--- src/rtl/sweep_pkg.sv ---
package sweep_pkg;
  typedef enum logic [2:0] {
    ST_IDLE,
    ST_MOVE,
    ST_ACK,
    ST_TRIG,
    ST_WAITQ
  } sweep_st_t;

  typedef enum logic [1:0] {
    PH_ENTRY,
    PH_WIN,
    PH_HOME
  } sweep_ph_t;
endpackage

--- src/rtl/sweep_window_check.sv ---
module sweep_window_check #(
  parameter int FW   = 10,
  parameter int RMAX = 128
) (
  input  logic [FW-1:0] lo,
  input  logic [FW-1:0] hi,
  input  logic [FW-1:0] home,
  input  logic [FW-1:0] ceil_code,
  output logic          order_bad,
  output logic          ceil_bad,
  output logic          cap_bad,
  output logic          bad
);
  localparam logic [FW:0] MAXP = (FW+1)'(RMAX / 2);

  function automatic logic [FW:0] span_points(input logic [FW-1:0] a, input logic [FW-1:0] b);
    return {1'b0, b} - {1'b0, a} + (FW+1)'(1);
  endfunction

  logic [FW:0] pts;

  always_comb begin
    pts       = span_points(lo, hi);
    order_bad = lo > hi;
    ceil_bad  = (hi > ceil_code) || (home > ceil_code);
    cap_bad   = !order_bad && (pts > MAXP);
    bad       = order_bad || ceil_bad || cap_bad;
  end
endmodule

--- src/rtl/sweep_response_reg.sv ---
module sweep_response_reg #(
  parameter int RMAX = 128,
  parameter int LW   = $clog2(RMAX + 1)
) (
  input  logic            clk,
  input  logic            rst_n,
  input  logic            clr,
  input  logic            shift,
  input  logic [1:0]      code,
  output logic [RMAX-1:0] resp,
  output logic [LW-1:0]   resp_len
);
  function automatic logic [RMAX-1:0] push_pair(input logic [RMAX-1:0] r, input logic [1:0] c);
    return {r[RMAX-3:0], c};
  endfunction

  always_ff @(posedge clk or negedge rst_n) begin
    if (!rst_n) begin
      resp     <= '0;
      resp_len <= '0;
    end else if (clr) begin
      resp     <= '0;
      resp_len <= '0;
    end else if (shift) begin
      resp     <= push_pair(resp, code);
      resp_len <= resp_len + LW'(2);
    end
  end
endmodule

--- src/rtl/sweep_step_fsm.sv ---
module sweep_step_fsm
  import sweep_pkg::*;
#(
  parameter int FW = 10
) (
  input  logic          clk,
  input  logic          rst_n,
  input  logic          start,
  input  logic          cfg_bad,
  input  logic [FW-1:0] in_lo,
  input  logic [FW-1:0] in_hi,
  input  logic [FW-1:0] in_home,
  input  logic [FW-1:0] in_ceil,
  input  logic          freq_ack,
  input  logic          q_done,
  output logic          freq_req,
  output logic [FW-1:0] cur,
  output logic          q_go,
  output logic          busy,
  output logic          done,
  output logic          err,
  output logic          clr,
  output logic          shift,
  output logic [FW-1:0] cfg_lo,
  output logic [FW-1:0] cfg_hi,
  output logic [FW-1:0] cfg_home,
  output logic [FW-1:0] cfg_ceil
);
  sweep_st_t st;
  sweep_ph_t ph;
  logic [FW-1:0] tgt;

  function automatic logic [FW-1:0] step_toward(input logic [FW-1:0] c, input logic [FW-1:0] t);
    return (c < t) ? c + FW'(1) : c - FW'(1);
  endfunction

  assign tgt   = (ph == PH_ENTRY) ? cfg_lo : cfg_home;
  assign clr   = (st == ST_IDLE) && start;
  assign shift = (st == ST_WAITQ) && q_done;

  always_ff @(posedge clk or negedge rst_n) begin
    if (!rst_n) begin
      st       <= ST_IDLE;
      ph       <= PH_ENTRY;
      cur      <= '0;
      freq_req <= 1'b0;
      q_go     <= 1'b0;
      busy     <= 1'b0;
      done     <= 1'b0;
      err      <= 1'b0;
      cfg_lo   <= '0;
      cfg_hi   <= '0;
      cfg_home <= '0;
      cfg_ceil <= '0;
    end else begin
      done <= 1'b0;
      q_go <= 1'b0;
      case (st)
        ST_IDLE: begin
          if (start) begin
            cur      <= in_home;
            cfg_lo   <= in_lo;
            cfg_hi   <= in_hi;
            cfg_home <= in_home;
            cfg_ceil <= in_ceil;
            err      <= cfg_bad;
            ph       <= PH_ENTRY;
            if (cfg_bad) begin
              done <= 1'b1;
            end else begin
              busy <= 1'b1;
              st   <= ST_MOVE;
            end
          end
        end
        ST_MOVE: begin
          if (cur == tgt) begin
            if (ph == PH_ENTRY) begin
              ph <= PH_WIN;
              st <= ST_TRIG;
            end else begin
              busy <= 1'b0;
              done <= 1'b1;
              st   <= ST_IDLE;
            end
          end else begin
            cur      <= step_toward(cur, tgt);
            freq_req <= 1'b1;
            st       <= ST_ACK;
          end
        end
        ST_ACK: begin
          if (freq_ack) begin
            freq_req <= 1'b0;
            st       <= (ph == PH_WIN) ? ST_TRIG : ST_MOVE;
          end
        end
        ST_TRIG: begin
          q_go <= 1'b1;
          st   <= ST_WAITQ;
        end
        ST_WAITQ: begin
          if (q_done) begin
            if (cur == cfg_hi) begin
              ph <= PH_HOME;
              st <= ST_MOVE;
            end else begin
              cur      <= cur + FW'(1);
              freq_req <= 1'b1;
              st       <= ST_ACK;
            end
          end
        end
        default: st <= ST_IDLE;
      endcase
    end
  end
endmodule

--- src/rtl/sweep_resp_builder.sv ---
module sweep_resp_builder #(
  parameter int FW   = 10,
  parameter int RMAX = 128,
  parameter int LW   = $clog2(RMAX + 1)
) (
  input  logic            clk,
  input  logic            rst_n,
  input  logic            start,
  input  logic [FW-1:0]   f_home,
  input  logic [FW-1:0]   win_lo,
  input  logic [FW-1:0]   win_hi,
  input  logic [FW-1:0]   f_ceiling,
  output logic            freq_req,
  output logic [FW-1:0]   freq_code,
  input  logic            freq_ack,
  output logic            q_go,
  input  logic            q_done,
  input  logic [1:0]      q_code,
  output logic [RMAX-1:0] resp,
  output logic [LW-1:0]   resp_len,
  output logic            busy,
  output logic            done,
  output logic            err
);
  logic          order_bad, ceil_bad, cap_bad, cfg_bad;
  logic          ev_clr, ev_shift;
  logic [FW-1:0] cfg_lo, cfg_hi, cfg_home, cfg_ceil;

  sweep_window_check #(.FW(FW), .RMAX(RMAX)) u_check (
    .lo        (win_lo),
    .hi        (win_hi),
    .home      (f_home),
    .ceil_code (f_ceiling),
    .order_bad (order_bad),
    .ceil_bad  (ceil_bad),
    .cap_bad   (cap_bad),
    .bad       (cfg_bad)
  );

  sweep_step_fsm #(.FW(FW)) u_fsm (
    .clk      (clk),
    .rst_n    (rst_n),
    .start    (start),
    .cfg_bad  (cfg_bad),
    .in_lo    (win_lo),
    .in_hi    (win_hi),
    .in_home  (f_home),
    .in_ceil  (f_ceiling),
    .freq_ack (freq_ack),
    .q_done   (q_done),
    .freq_req (freq_req),
    .cur      (freq_code),
    .q_go     (q_go),
    .busy     (busy),
    .done     (done),
    .err      (err),
    .clr      (ev_clr),
    .shift    (ev_shift),
    .cfg_lo   (cfg_lo),
    .cfg_hi   (cfg_hi),
    .cfg_home (cfg_home),
    .cfg_ceil (cfg_ceil)
  );

  sweep_response_reg #(.RMAX(RMAX), .LW(LW)) u_resp (
    .clk      (clk),
    .rst_n    (rst_n),
    .clr      (ev_clr),
    .shift    (ev_shift),
    .code     (q_code),
    .resp     (resp),
    .resp_len (resp_len)
  );
endmodule

--- config.mk ---
export PLATFORM = sky130hd
export DESIGN_NAME = sweep_resp_builder
export DESIGN_NICKNAME = d
export VERILOG_FILES = /design/src/rtl/sweep_pkg.sv /design/src/rtl/sweep_window_check.sv /design/src/rtl/sweep_response_reg.sv /design/src/rtl/sweep_step_fsm.sv /design/src/rtl/sweep_resp_builder.sv
export SDC_FILE = /design/constraint.sdc
export NUM_CORES = 1
export LEC_CHECK = 0
export BUFFER_PORTS_ARGS = -buffer_cell sky130_fd_sc_hd__buf_4
export CAP_MARGIN = 20
export CORE_UTILIZATION = 59
export DETAILED_ROUTE_END_ITERATION = 12
export GPL_TIMING_DRIVEN = 0
export PLACE_DENSITY = 0.84
export SETUP_SLACK_MARGIN = 0.15
export SLEW_MARGIN = 20
export SYNTH_ARGS = -nofsm -noshare
export SYNTH_HDL_FRONTEND = slang
export SYNTH_SLANG_ARGS = --single-unit
--- constraint.sdc ---
create_clock -name clk -period 7.7 [get_ports clk]
set_input_delay 1.155 -clock clk [delete_from_list [all_inputs] [get_ports clk]]
set_output_delay 1.155 -clock clk [all_outputs]
set_load 0.01 [all_outputs]
==> results by group <==
Run status
  • Status: finished clean

Finish
  • Synthesis-to-layout area growth: 26.00%
  • Post-Layout Cell Count: between 1000 and 1500
  • Number of antenna diodes: 0
  • Ratio of cells with drive above 1 in the final layout: between 20% and 30%
  • Non-Filler Cell Area, Final: around 11000 sq um
  • Post-route core utilization: between 70% and 80%
  • Nets: between 1000 and 1500

STA
  • Actual transition at the worst max-transition pin: 1.014 ns
  • Ratio of final minimum period to clock period: between 50% and 60%
  • Worst hold-check slack: about 0.48 ns
  • Minimum period implied by the final worst setup slack: around 3.9 ns
  • Final setup fails: 0
  • Setup Skew: 0.008951 ns
  • Min setup slack post-route: around 3.8 ns
  • RSZ-0062 raised after global routing: no
  • Setup TNS Final: 0 ns
  • Hold Fails Final Rpt: 0
  • Relative slew margins: 32.12%
  • Peak Freq: around 260 MHz
  • Pins Over Slew Limit: 0

Global route
  • GRT Util Overall: ~30%
  • Wire length of the first global-routing pass: roughly 37 mm
  • Number of antenna violations at the first check in global routing: 0
  • Largest net degree at the start of global routing: slightly above 100
  • Vias in the first global route: 7300
  • Aggregate global routing overflow: 0

Drt
  • Wire length after detailed routing: ~23 mm
  • Via Count: roughly 7400
  • Residual antenna-violating net count after detailed routing: 0
  • Ratio of routed vias to standard cells: 5.990
  • Routed wirelength normalized by instance count: ~18 microns
  • DRC marker count from the first detailed-route iteration: between 500 and 600
  • Pre-Repair DR Iteration Count: 5
  • DRC violations left: 0

Power
  • Leakage: around 6 nW
  • Switching power share of the total: 38.37%
  • Relative contribution of combinational cells to total power: a little over a third
  • Portion of total power attributed to sequential cells: between 30 and 40%
  • Fraction of power consumed by the clock network: between 20% and 30%
  • Net switching component of the power: around 1.2 mW
  • Total Power Consumption: 3.242 mW
  • Internal power: ~2 mW
  • Pwr/cell area: between 200 and 300 nW/um^2
  • Worst supply voltage drop on vdd: approximately 250 uV

Hold path
  • Type of the tightest min-delay check: primary input to async pin

Clocking
  • Number of CTS-inserted buffers: 17
  • CTS H-tree lvls: 4
  • Count of cells resized by post-cts repair: 0
  • Maximum number of buffers from clock root to sink: 2
  • Reg clk slew, reported paths: around 0.080 ns
  • CTS sink cnt: between 150 and 200
  • Clk_lat worst skew: around 0.43 ns
  • Count of hold buffers inserted by post-cts repair: 0
  • TritonCTS clock tree: done
  • Master cell of the clock root buffer: clkbuf_16
  • Setup fix buffers added after clock tree synthesis: 0

Setup path
  • Required time of the critical path: approximately 8.0 ns
  • Kind of end point of the critical path: flop
  • Capturing instance or port of the critical path: u_fsm.done
  • Endpoint arrival time on the critical path: 4.20 ns
  • Setup slack on the worst flop-to-flop path: between 4 and 5 ns
  • Critical register-to-register path endpoint: u_fsm.cur[6]
  • First element of the critical path: win_hi[1]
  • Critical Setup Path Class: primary input to flop
  • Worst R2R Start: u_fsm.ph[1]
  • Worst R2R Path Depth: 11
  • Critical path startpoint category: primary input
  • Highest fanout seen on the critical path: 4

Placement
  • GPL Wtd Cong: 0.9114
  • Cell Count Post-Placement: between 1000 and 1500
  • Placed cell area: 10790 sq um
  • Post-detailed-placement half-perimeter wirelength: about 17 mm
  • Number of I/O port buffers: 196
  • Pre-CTS WS: 3.476 ns

Yosys
  • Largest cells by area after synthesis: dfrtp_1 51%, a22o_1 13%, ha_1 8.3%, nand2_1 3.5%, o21ai_0 2.0%
  • Xor-xnor portion of the synthesized cell area: 2.426%
  • Post-synth top flop: dfrtp_1
  • Combinational family with the most area after synthesis: compound AO/OA/AOI/OAI gates
  • FF+latch count, synth: between 150 and 200
  • Mapped cell area: around 9000 sq um
  • Count of flip-flops with a built-in enable after synthesis: 0
  • Post-Synth Adder-Cell Area: between 8 and 9%
  • Number of warnings issued by yosys: 0
  • Cell types with the highest counts after synthesis: 185 x dfrtp_1, 136 x a22o_1, 83 x nand2_1
  • Mux contribution to synthesized area: ~1.6%
  • Syn Nets: roughly 940
  • Number of distinct library cell variants in the gate-level netlist after synthesis: 62
  • Largest area contributor in the synthesized netlist: dfrtp_1
  • Average size of a mapped cell: between 10 and 15 sq um
  • Cell with the most instances after synthesis: dfrtp_1
  • FFs w/ async S/R, synth: 100.0%
  • Synthesized instance count: ~830
  • Post-Synth Simple-Gate Area: between 10% and 20%
  • Share of the synthesized area in the top cell type: around half
  • Share of the synthesized area in compound gates (AO/OA/AOI/OAI): 21.44%
  • Sequential share of the synthesized area: about 51%

Floorplan
  • Effective utilization at floorplan: between 60% and 70%
  • Die span in x: 125.7 microns
  • Top-level port count: 198
  • Cell row count: between 40 and 50
  • Core region area: between 10000 and 15000 sq um
  • Die boundary height: between 100 and 150 microns
  • Die ar.: roughly 16000 sq um

Flow run
  • Max-cap check violation count: 0
[power groups by stage]
stage | logic [mW] | clock network (mW) | registers, mW
finish | 1.18 | 0.857 | 1.21
global route | 1.32 | 0.908 | 1.22
CTS | 1.17 | 0.871 | 1.20
detailed placement | 1.17 | 0 | 1.22
global placement | 1.13 | 0 | 1.22
floorplan | 0.816 | 0 | 1.21
[per-layer routing]
metal	track usage (%)	vias to the layer above	routed length, microns
met5	0	-	0
met3	7.944	36	1579
met1	41.19	3678	10080
li1	-	3470	-
met2	47.97	261	10890
met4	9.684	0	421
[sequential cells by signal (all words and copies together), names as in the netlist]
| register | cells |
|---|---|
| u_fsm.cfg_hi | 10 |
| u_resp.resp_len | 7 |
| u_fsm.freq_req | 1 |
| u_fsm.q_go | 1 |
| u_fsm.cfg_home | 10 |
| u_fsm.cfg_lo | 10 |
| u_fsm.done | 1 |
| u_resp.resp | 128 |
| u_fsm.ph | 2 |
| u_fsm.st | 3 |
| u_fsm.err | 1 |
| u_fsm.cur | 10 |
| u_fsm.busy | 1 |
[critical path, cell delays in order]
cell and delay, ns:
buf_4 0.11, inv_1 0.17, ha_1 0.29, inv_1 0.07, ha_1 0.19, inv_1 0.06, fa_1 0.39, nor2b_1 0.20
or3_1 0.15, a41oi_1 0.15, o311ai_0 0.39, nand2_1 0.10, or4_4 0.57, o21a_1 0.20
[worst min-delay path by stage]
stage / to / slack, ns / cells past startpoint
floorplan: u_fsm.cfg_home[0] / 0.44 / 2
global placement: u_fsm.cfg_home[0] / 0.45 / 2
detailed placement: u_fsm.cfg_home[3] / 0.46 / 2
CTS: u_resp.resp[32] / 0.47 / 1
global route: u_resp.resp[32] / 0.46 / 1
finish: u_resp.resp[34] / 0.48 / 1
[cell families after synthesis]
kind of cell | after synthesis
DFF | 185
muxes | 14
and+or+nand+nor | 193
xor gates and xnor gates | 25
AOI/OAI and AO/OA | 250
adders and majority gates | 62
other | 1
buffers and inverters | 99
[layout by cell type (no fill, tap or decap), types with 5 or more instances in the layout]
cell,instances
buf_1,7
inv_1,45
nor3_1,9
xor2_1,16
dfrtp_1,185
a21o_1,9
nor2_1,33
clkbuf_1,40
buf_4,196
nand2b_1,6
nand4_1,12
clkbuf_16,17
xnor2_1,9
a22o_1,136
inv_8,5
a211oi_1,6
nand2_1,83
nand3_1,12
ha_1,60
o21ai_0,36
a21oi_1,21
or3_1,9
mux2i_1,12
a31oi_1,5
buf_2,6
[area by class of cell]
class,instances,area [sq um]
flip-flops and latches,185,4629
multi-input cells,545,4015
fillers,1040,3379
repair buffers,198,1534
clock buffers,18,439.2
well taps,184,230.2
plain buffers,54,214.0
inverters,45,168.9
clock inverters,14,143.9
Power figures use the tool's default switching activity.
